[config.mk]
export PLATFORM = sky130hd
export DESIGN_NAME = prio_irq_ctrl
export DESIGN_NICKNAME = d
export VERILOG_FILES = /design/src/rtl/irqc_pkg.sv /design/src/rtl/irqc_pick.sv /design/src/rtl/irqc_regs.sv /design/src/rtl/prio_irq_ctrl.sv
export SDC_FILE = /design/constraint.sdc
export NUM_CORES = 1
export LEC_CHECK = 0
export BUFFER_PORTS_ARGS = -buffer_cell sky130_fd_sc_hd__buf_4
export CORE_MARGIN = 5
export CORE_UTILIZATION = 40
export CTS_BUF_LIST = sky130_fd_sc_hd__clkbuf_2 sky130_fd_sc_hd__clkbuf_4 sky130_fd_sc_hd__clkbuf_8
export CTS_CLUSTER_DIAMETER = 30
export DETAILED_ROUTE_END_ITERATION = 10
export PLACE_DENSITY_LB_ADDON = 0.3
export SYNTH_ARGS = -nofsm -noshare
export SYNTH_HDL_FRONTEND = slang
export SYNTH_SLANG_ARGS = --single-unit
[constraint.sdc]
create_clock -name clk -period 33.1 [get_ports clk]
set_input_delay 4.965 -clock clk [delete_from_list [all_inputs] [get_ports clk]]
set_output_delay 4.965 -clock clk [all_outputs]
set_load 0.005 [all_outputs]
[src/rtl/irqc_pkg.sv]
package irqc_pkg;
  localparam int PRIO_W   = 8;
  localparam int GRP_W    = 3;
  localparam int VEC_W    = 9;
  localparam int VEC_BASE = 16;
  localparam int DW       = 32;

  localparam int OFS_EN   = 'h100;
  localparam int OFS_PEND = 'h200;
  localparam int OFS_ACT  = 'h300;
  localparam int OFS_PRIO = 'h400;
  localparam int OFS_STAT = 'hD04;
  localparam int OFS_CTRL = 'hD0C;

  localparam logic [15:0] CTRL_KEY = 16'h05FA;

  // Group value of a priority byte, left-aligned, with a spare top bit so
  // that the idle thread level (all ones above the byte) sorts last.
  function automatic logic [PRIO_W:0] grp_level(input logic [PRIO_W-1:0] p,
                                                input logic [GRP_W-1:0]  g);
    logic [PRIO_W-1:0] m;
    m = {PRIO_W{1'b1}} << ({1'b0, g} + 4'd1);
    return {1'b0, p & m};
  endfunction
endpackage

[src/rtl/irqc_pick.sv]
module irqc_pick #(
  parameter int N = 8,
  parameter int W = 8,
  localparam int IW = (N > 1) ? $clog2(N) : 1
) (
  input  logic [N-1:0]   req,
  input  logic [N*W-1:0] keys,
  output logic           hit,
  output logic [IW-1:0]  idx,
  output logic [W-1:0]   key
);
  logic [W-1:0] best;

  // Lowest key wins; strict compare keeps the lowest index on ties.
  always_comb begin
    hit  = 1'b0;
    idx  = '0;
    best = {W{1'b1}};
    for (int i = 0; i < N; i++) begin
      if (req[i] && (!hit || keys[i*W +: W] < best)) begin
        hit  = 1'b1;
        idx  = IW'(i);
        best = keys[i*W +: W];
      end
    end
  end

  assign key = best;
endmodule

[src/rtl/irqc_regs.sv]
module irqc_regs
  import irqc_pkg::*;
#(
  parameter int N  = 8,
  parameter int AW = 12,
  localparam int IW = (N > 1) ? $clog2(N) : 1
) (
  input  logic              clk,
  input  logic              rst,
  input  logic              bus_wr,
  input  logic              bus_rd,
  input  logic [AW-1:0]     bus_addr,
  input  logic [DW-1:0]     bus_wdata,
  input  logic [N-1:0]      irq_in,
  input  logic              ent_vld,
  input  logic [IW-1:0]     ent_line,
  input  logic              ext_vld,
  input  logic [IW-1:0]     ext_line,
  input  logic [DW-1:0]     status_word,
  output logic [N-1:0]      en_q,
  output logic [N-1:0]      pend_q,
  output logic [N-1:0]      act_q,
  output logic [N*PRIO_W-1:0] prio_flat,
  output logic [GRP_W-1:0]  grp_q,
  output logic [DW-1:0]     rdata_q
);
  localparam logic [AW-1:0] A_EN   = AW'(OFS_EN);
  localparam logic [AW-1:0] A_PEND = AW'(OFS_PEND);
  localparam logic [AW-1:0] A_ACT  = AW'(OFS_ACT);
  localparam logic [AW-1:0] A_STAT = AW'(OFS_STAT);
  localparam logic [AW-1:0] A_CTRL = AW'(OFS_CTRL);
  localparam int LANES = DW / PRIO_W;

  logic [PRIO_W-1:0] prio_q [N];
  logic [N-1:0] set_m, ent_m, ext_m;
  logic [DW-1:0] rd_nx;

  assign set_m = irq_in | ((bus_wr && bus_addr == A_PEND) ? bus_wdata[N-1:0] : '0);
  assign ent_m = ent_vld ? (N'(1) << ent_line) : '0;
  assign ext_m = ext_vld ? (N'(1) << ext_line) : '0;

  always_ff @(posedge clk) begin
    if (rst) begin
      en_q   <= '0;
      pend_q <= '0;
      act_q  <= '0;
      grp_q  <= '0;
    end else begin
      if (bus_wr && bus_addr == A_EN) en_q <= bus_wdata[N-1:0];
      if (bus_wr && bus_addr == A_CTRL && bus_wdata[31:16] == CTRL_KEY)
        grp_q <= bus_wdata[10:8];
      pend_q <= (pend_q & ~ent_m) | set_m;
      act_q  <= (act_q | ent_m) & ~ext_m;
    end
  end

  for (genvar i = 0; i < N; i++) begin : g_prio
    localparam logic [AW-1:0] MY_ADDR = AW'(OFS_PRIO + 4 * (i / LANES));
    localparam int LANE = i % LANES;
    always_ff @(posedge clk) begin
      if (rst) prio_q[i] <= '0;
      else if (bus_wr && bus_addr == MY_ADDR)
        prio_q[i] <= bus_wdata[PRIO_W*LANE +: PRIO_W];
    end
    assign prio_flat[i*PRIO_W +: PRIO_W] = prio_q[i];
  end

  always_comb begin
    rd_nx = '0;
    if (bus_addr == A_EN)        rd_nx[N-1:0] = en_q;
    else if (bus_addr == A_PEND) rd_nx[N-1:0] = pend_q;
    else if (bus_addr == A_ACT)  rd_nx[N-1:0] = act_q;
    else if (bus_addr == A_STAT) rd_nx = status_word;
    else if (bus_addr == A_CTRL) rd_nx[10:8] = grp_q;
    else begin
      for (int i = 0; i < N; i++) begin
        if (bus_addr == AW'(OFS_PRIO + 4 * (i / LANES)))
          rd_nx[PRIO_W*(i % LANES) +: PRIO_W] = prio_q[i];
      end
    end
  end

  always_ff @(posedge clk) begin
    if (rst)         rdata_q <= '0;
    else if (bus_rd) rdata_q <= rd_nx;
  end
endmodule

[src/rtl/prio_irq_ctrl.sv]
module prio_irq_ctrl
  import irqc_pkg::*;
#(
  parameter int N_LINES = 8,
  parameter int AW      = 12
) (
  input  logic               clk,
  input  logic               rst,
  input  logic [N_LINES-1:0] irq_in,
  input  logic               glob_mask,
  input  logic               bus_wr,
  input  logic               bus_rd,
  input  logic [AW-1:0]      bus_addr,
  input  logic [31:0]        bus_wdata,
  output logic [31:0]        bus_rdata,
  output logic               take_req,
  output logic [8:0]         take_vec,
  input  logic               take_ack,
  input  logic               exit_ack,
  input  logic [8:0]         exit_vec
);
  localparam int IW = (N_LINES > 1) ? $clog2(N_LINES) : 1;
  localparam logic [VEC_W-1:0] V_LO = VEC_W'(VEC_BASE);
  localparam logic [VEC_W-1:0] V_HI = VEC_W'(VEC_BASE + N_LINES);
  localparam logic [PRIO_W:0]  THREAD_LVL = {1'b1, {PRIO_W{1'b0}}};

  logic [N_LINES-1:0] en_q, pend_q, act_q;
  logic [N_LINES*PRIO_W-1:0] prio_flat;
  logic [GRP_W-1:0] grp_q;
  logic [DW-1:0] status_word;

  logic sel_hit, run_hit;
  logic [IW-1:0] sel_idx, run_idx;
  logic [PRIO_W-1:0] sel_key, run_key;
  logic [PRIO_W:0] sel_grp, exec_grp;
  logic cand;
  logic ent_vld, ext_vld;
  logic [IW-1:0] ent_line, ext_line;
  logic [VEC_W-1:0] sel_vec, run_vec, ext_off;
  logic one_active;

  irqc_regs #(.N(N_LINES), .AW(AW)) u_regs (
    .clk(clk), .rst(rst),
    .bus_wr(bus_wr), .bus_rd(bus_rd), .bus_addr(bus_addr), .bus_wdata(bus_wdata),
    .irq_in(irq_in),
    .ent_vld(ent_vld), .ent_line(ent_line),
    .ext_vld(ext_vld), .ext_line(ext_line),
    .status_word(status_word),
    .en_q(en_q), .pend_q(pend_q), .act_q(act_q),
    .prio_flat(prio_flat), .grp_q(grp_q), .rdata_q(bus_rdata)
  );

  irqc_pick #(.N(N_LINES), .W(PRIO_W)) u_pick_pend (
    .req(pend_q & en_q), .keys(prio_flat),
    .hit(sel_hit), .idx(sel_idx), .key(sel_key)
  );

  irqc_pick #(.N(N_LINES), .W(PRIO_W)) u_pick_run (
    .req(act_q), .keys(prio_flat),
    .hit(run_hit), .idx(run_idx), .key(run_key)
  );

  assign sel_grp  = grp_level(sel_key, grp_q);
  assign exec_grp = run_hit ? grp_level(run_key, grp_q) : THREAD_LVL;
  assign cand     = sel_hit && !glob_mask && (sel_grp < exec_grp);
  assign sel_vec  = sel_hit ? V_LO + VEC_W'(sel_idx) : '0;
  assign run_vec  = run_hit ? V_LO + VEC_W'(run_idx) : '0;

  always_ff @(posedge clk) begin
    if (rst) begin
      take_req <= 1'b0;
      take_vec <= '0;
    end else begin
      take_req <= cand && !take_ack;
      take_vec <= cand ? sel_vec : '0;
    end
  end

  assign ent_vld  = take_ack && take_req;
  assign ent_line = IW'(take_vec - V_LO);
  assign ext_off  = exit_vec - V_LO;
  assign ext_vld  = exit_ack && exit_vec >= V_LO && exit_vec < V_HI;
  assign ext_line = IW'(ext_off);

  assign one_active = (act_q != '0) && ((act_q & (act_q - N_LINES'(1))) == '0);

  always_comb begin
    status_word        = '0;
    status_word[22]    = sel_hit;
    status_word[20:12] = sel_vec;
    status_word[11]    = one_active;
    status_word[8:0]   = run_vec;
  end
endmodule

==> flow_summary.toml <==
[clocking]
postCtsSetupBuffers = 0
numCtsBuffers = 17
insertion_delay_ps = 450
clk_pin_slew_ps = 100
clock-sinks = 128
cts_max_level = 4
ctsRootBufferMaster = "clkbuf_8"
cts_tree = "yes"
ctsResizeCount = 0
hold_buffers = 0
cts.path.max_buffers = 2

[routing]
dr_total_vias = 10200
wirelength_um = 37700
vias_per_cell = 6.05
drc = 0
ant_nets = 0
wl_per_cell_um = 22.4
drtIter0Drc = 1038
first_pass_iters = 6

[sta]
slew_headroom = 0.231
timing.final.ws_setup_ps = 16120
final.period_utilization = 0.513
rsz0062_at_grt = "no"
hold_violations = 0
fin_crit_ps = 16980
worstMarginPinSlew_ps = 1150
fmax_mhz = 58.9
tns_ps = 0
final_max_slew_viol_count = 0
finalSetupViolCount = 0
skew_ps = 18.4
hold_ws_ps = 478

[synthesis]
ys_warn_count = 0
synth_flop_cell = "edfxtp_1"
synth_edf_count = 64
syn-instance-count = 1261
yosysUniqueCellTypes = 93
async_reset_ff_frac = 0
synth-seq-area-share = 0.302
synthesis.area_mm2 = 0.0106
yosys_register_bits = 128
syn_area_per_cell_um2 = 8.42

[layout]
syn2layout_area_growth_pct = 13.5
diodes = 0
stdcell_count = 1683
post-route-util = 0.461
layout-drive-gt1-share = 0.159
nets = 1493
fillCellCount = 2564

[grt]
grtUsageMet3 = 0.0513
busiest_layer = "met2"
grt_max_degree = 65
grt_pass1_vias = 9574
grtUsageMet1 = 0.347
antenna_found_initial = 1
grt_pass1_wl_um = 57800
grt_usage = 0.245
gr-total-overflow = 0
grtUsageMet2 = 0.370

[worst_setup_path]
cp.depth = 72
cp_num_buf_inv = 4
max_stage_delay_ps = 730
path_max_fanout = 15
cp_top_family = "compound AO/OA/AOI/OAI gates"
cp_slowest_cell = "a311oi_4"
required_ps = 33470
cp-end-kind = "flop"
critPathKind = "reg -> reg"
cp.arrival_ps = 17350
cp-start-kind = "flop"
reg2reg_depth = 72
cp_common_cell = "a21o_1"

[floorplan]
num_rows = 59
die_x_um = 173
fp.coreArea_mm2 = 0.0261
initial_core_util = 0.406
die_y_um = 173
dieArea_mm2 = 0.0299
ios = 110

[power]
power_density_mw_per_mm2 = 29.2
p_leak_nw = 5.37
peakVddDrop_mv = 0.0352

[placed_design]
pre_cts_slack_ps = 16370
finalWeightedCongestion = 0.997
io_buffers = 104
dp_hpwl_um = 30300
placed_cells = 1651

[worst_hold_path]
holdCritPathClass = "reg -> reg"
holdPathStages = 2

[job]
cap_violations = 0

[outcome]
status = "finished clean"
==> cell families after synthesis <==
logic type,share of synthesized area
multiplexers,0.0845
buffers and inverters,0.0528
adder cells (fa/ha/maj),0.109
flip-flops,0.302
other,0.000353
AND/OR/NAND/NOR,0.209
AO/OA/AOI/OAI,0.240
XOR/XNOR,0.00330
==> Yosys cell counts, drive strengths merged (5+ instances only) <==
cell / instances / area share
a211oi: 18 / 0.014
a21boi: 7 / 0.0049
a21o: 36 / 0.025
a21oi: 96 / 0.046
a221oi: 13 / 0.011
a22oi: 21 / 0.015
a311oi: 5 / 0.0064
a31o: 6 / 0.0058
a31oi: 11 / 0.0091
and2: 67 / 0.039
and3: 5 / 0.0029
buf: 15 / 0.0085
clkbuf: 49 / 0.017
dfxtp: 64 / 0.12
edfxtp: 64 / 0.18
ha: 90 / 0.11
inv: 74 / 0.026
mux2: 31 / 0.034
mux2i: 54 / 0.051
nand2: 82 / 0.029
nand2b: 15 / 0.0095
nand3: 20 / 0.0094
nand3b: 7 / 0.0049
nand4: 16 / 0.0094
nor2: 155 / 0.057
nor2b: 22 / 0.013
nor3: 18 / 0.0085
nor4: 6 / 0.0035
o2111ai: 6 / 0.0049
o211ai: 13 / 0.0092
o21ai: 71 / 0.033
o22ai: 8 / 0.0053
o31ai: 7 / 0.0049
or2: 9 / 0.0053
==> layout make-up <==
class,instances,area (um^2),area share
Timing Repair Buffer,115,863,0.0717
Multi-Input combinational cell,997,6880,0.571
Tap cell,335,419,0.0348
Sequential cell,128,3200,0.266
Clock buffer,17,234,0.0194
Clock inverter,15,164,0.0136
Inverter,76,285,0.0237
==> metrics by stage <==
step                      instance area (um^2)  total power [mW]
after global routing                     12000             0.363
after detailed placement                 11600             0.219
final                                    12000             0.351
after CTS                                12000             0.352
after global placement                   11600             0.219
after floorplan                          10600             0.199
==> placed cells by master (no fill, tap or decap), drive strengths merged, types with 15 or more instances in the layout <==
master,synthesis,final
a211oi,18,18
o21ai,71,71
nand2,82,82
mux2i,54,54
ha,90,90
buf,15,115
nor2b,22,22
dfxtp,64,64
nand2b,15,15
clkbuf,49,17
and2,67,67
nand3,20,20
nor3,18,18
a22oi,21,21
a21oi,96,96
nand4,16,16
nor2,155,155
a21o,36,36
inv,74,83
edfxtp,64,64
mux2,31,31
==> worst min-delay path, cell delays in order, from the launching register on <==
cell and delay (ps):
dfxtp_1 320, nand2_1 60, a21oi_1 50
==> sequential cells by signal, indices dropped and copies added (netlist names) <==
name / count
u_regs.prio_q: 64
u_regs.rdata_q: 32
u_regs.act_q: 8
u_regs.en_q: 8
u_regs.pend_q: 8
take_vec: 4
u_regs.grp_q: 3
take_req: 1
==> worst paths after layout <==
path | from | endpoint | slack (ps)
min | u_regs.rdata_q[16] | u_regs.rdata_q[16] | 480
max reg2reg | u_regs.pend_q[0] | take_vec[0] | 16120
min reg2reg | u_regs.rdata_q[16] | u_regs.rdata_q[16] | 480
max | u_regs.pend_q[0] | take_vec[0] | 16120
==> report_power, final <==
| part | internal (mW) | switching, mW | total, mW | leakage, nW |
|---|---|---|---|---|
| registers | 0.171 | 0.0129 | 0.184 | 1.13 |
| clock network | 0.0571 | 0.0777 | 0.135 | 0.196 |
| logic | 0.0144 | 0.0183 | 0.0327 | 4.04 |
==> per-layer routing <==
layer / vias to the layer above / part of all wire
li1: 4774 / -
met5: - / 0.00034
met1: 4826 / 0.44
met3: 71 / 0.086
met2: 509 / 0.43
met4: 2 / 0.037
Note: power is estimated with default switching activity, not from simulation.
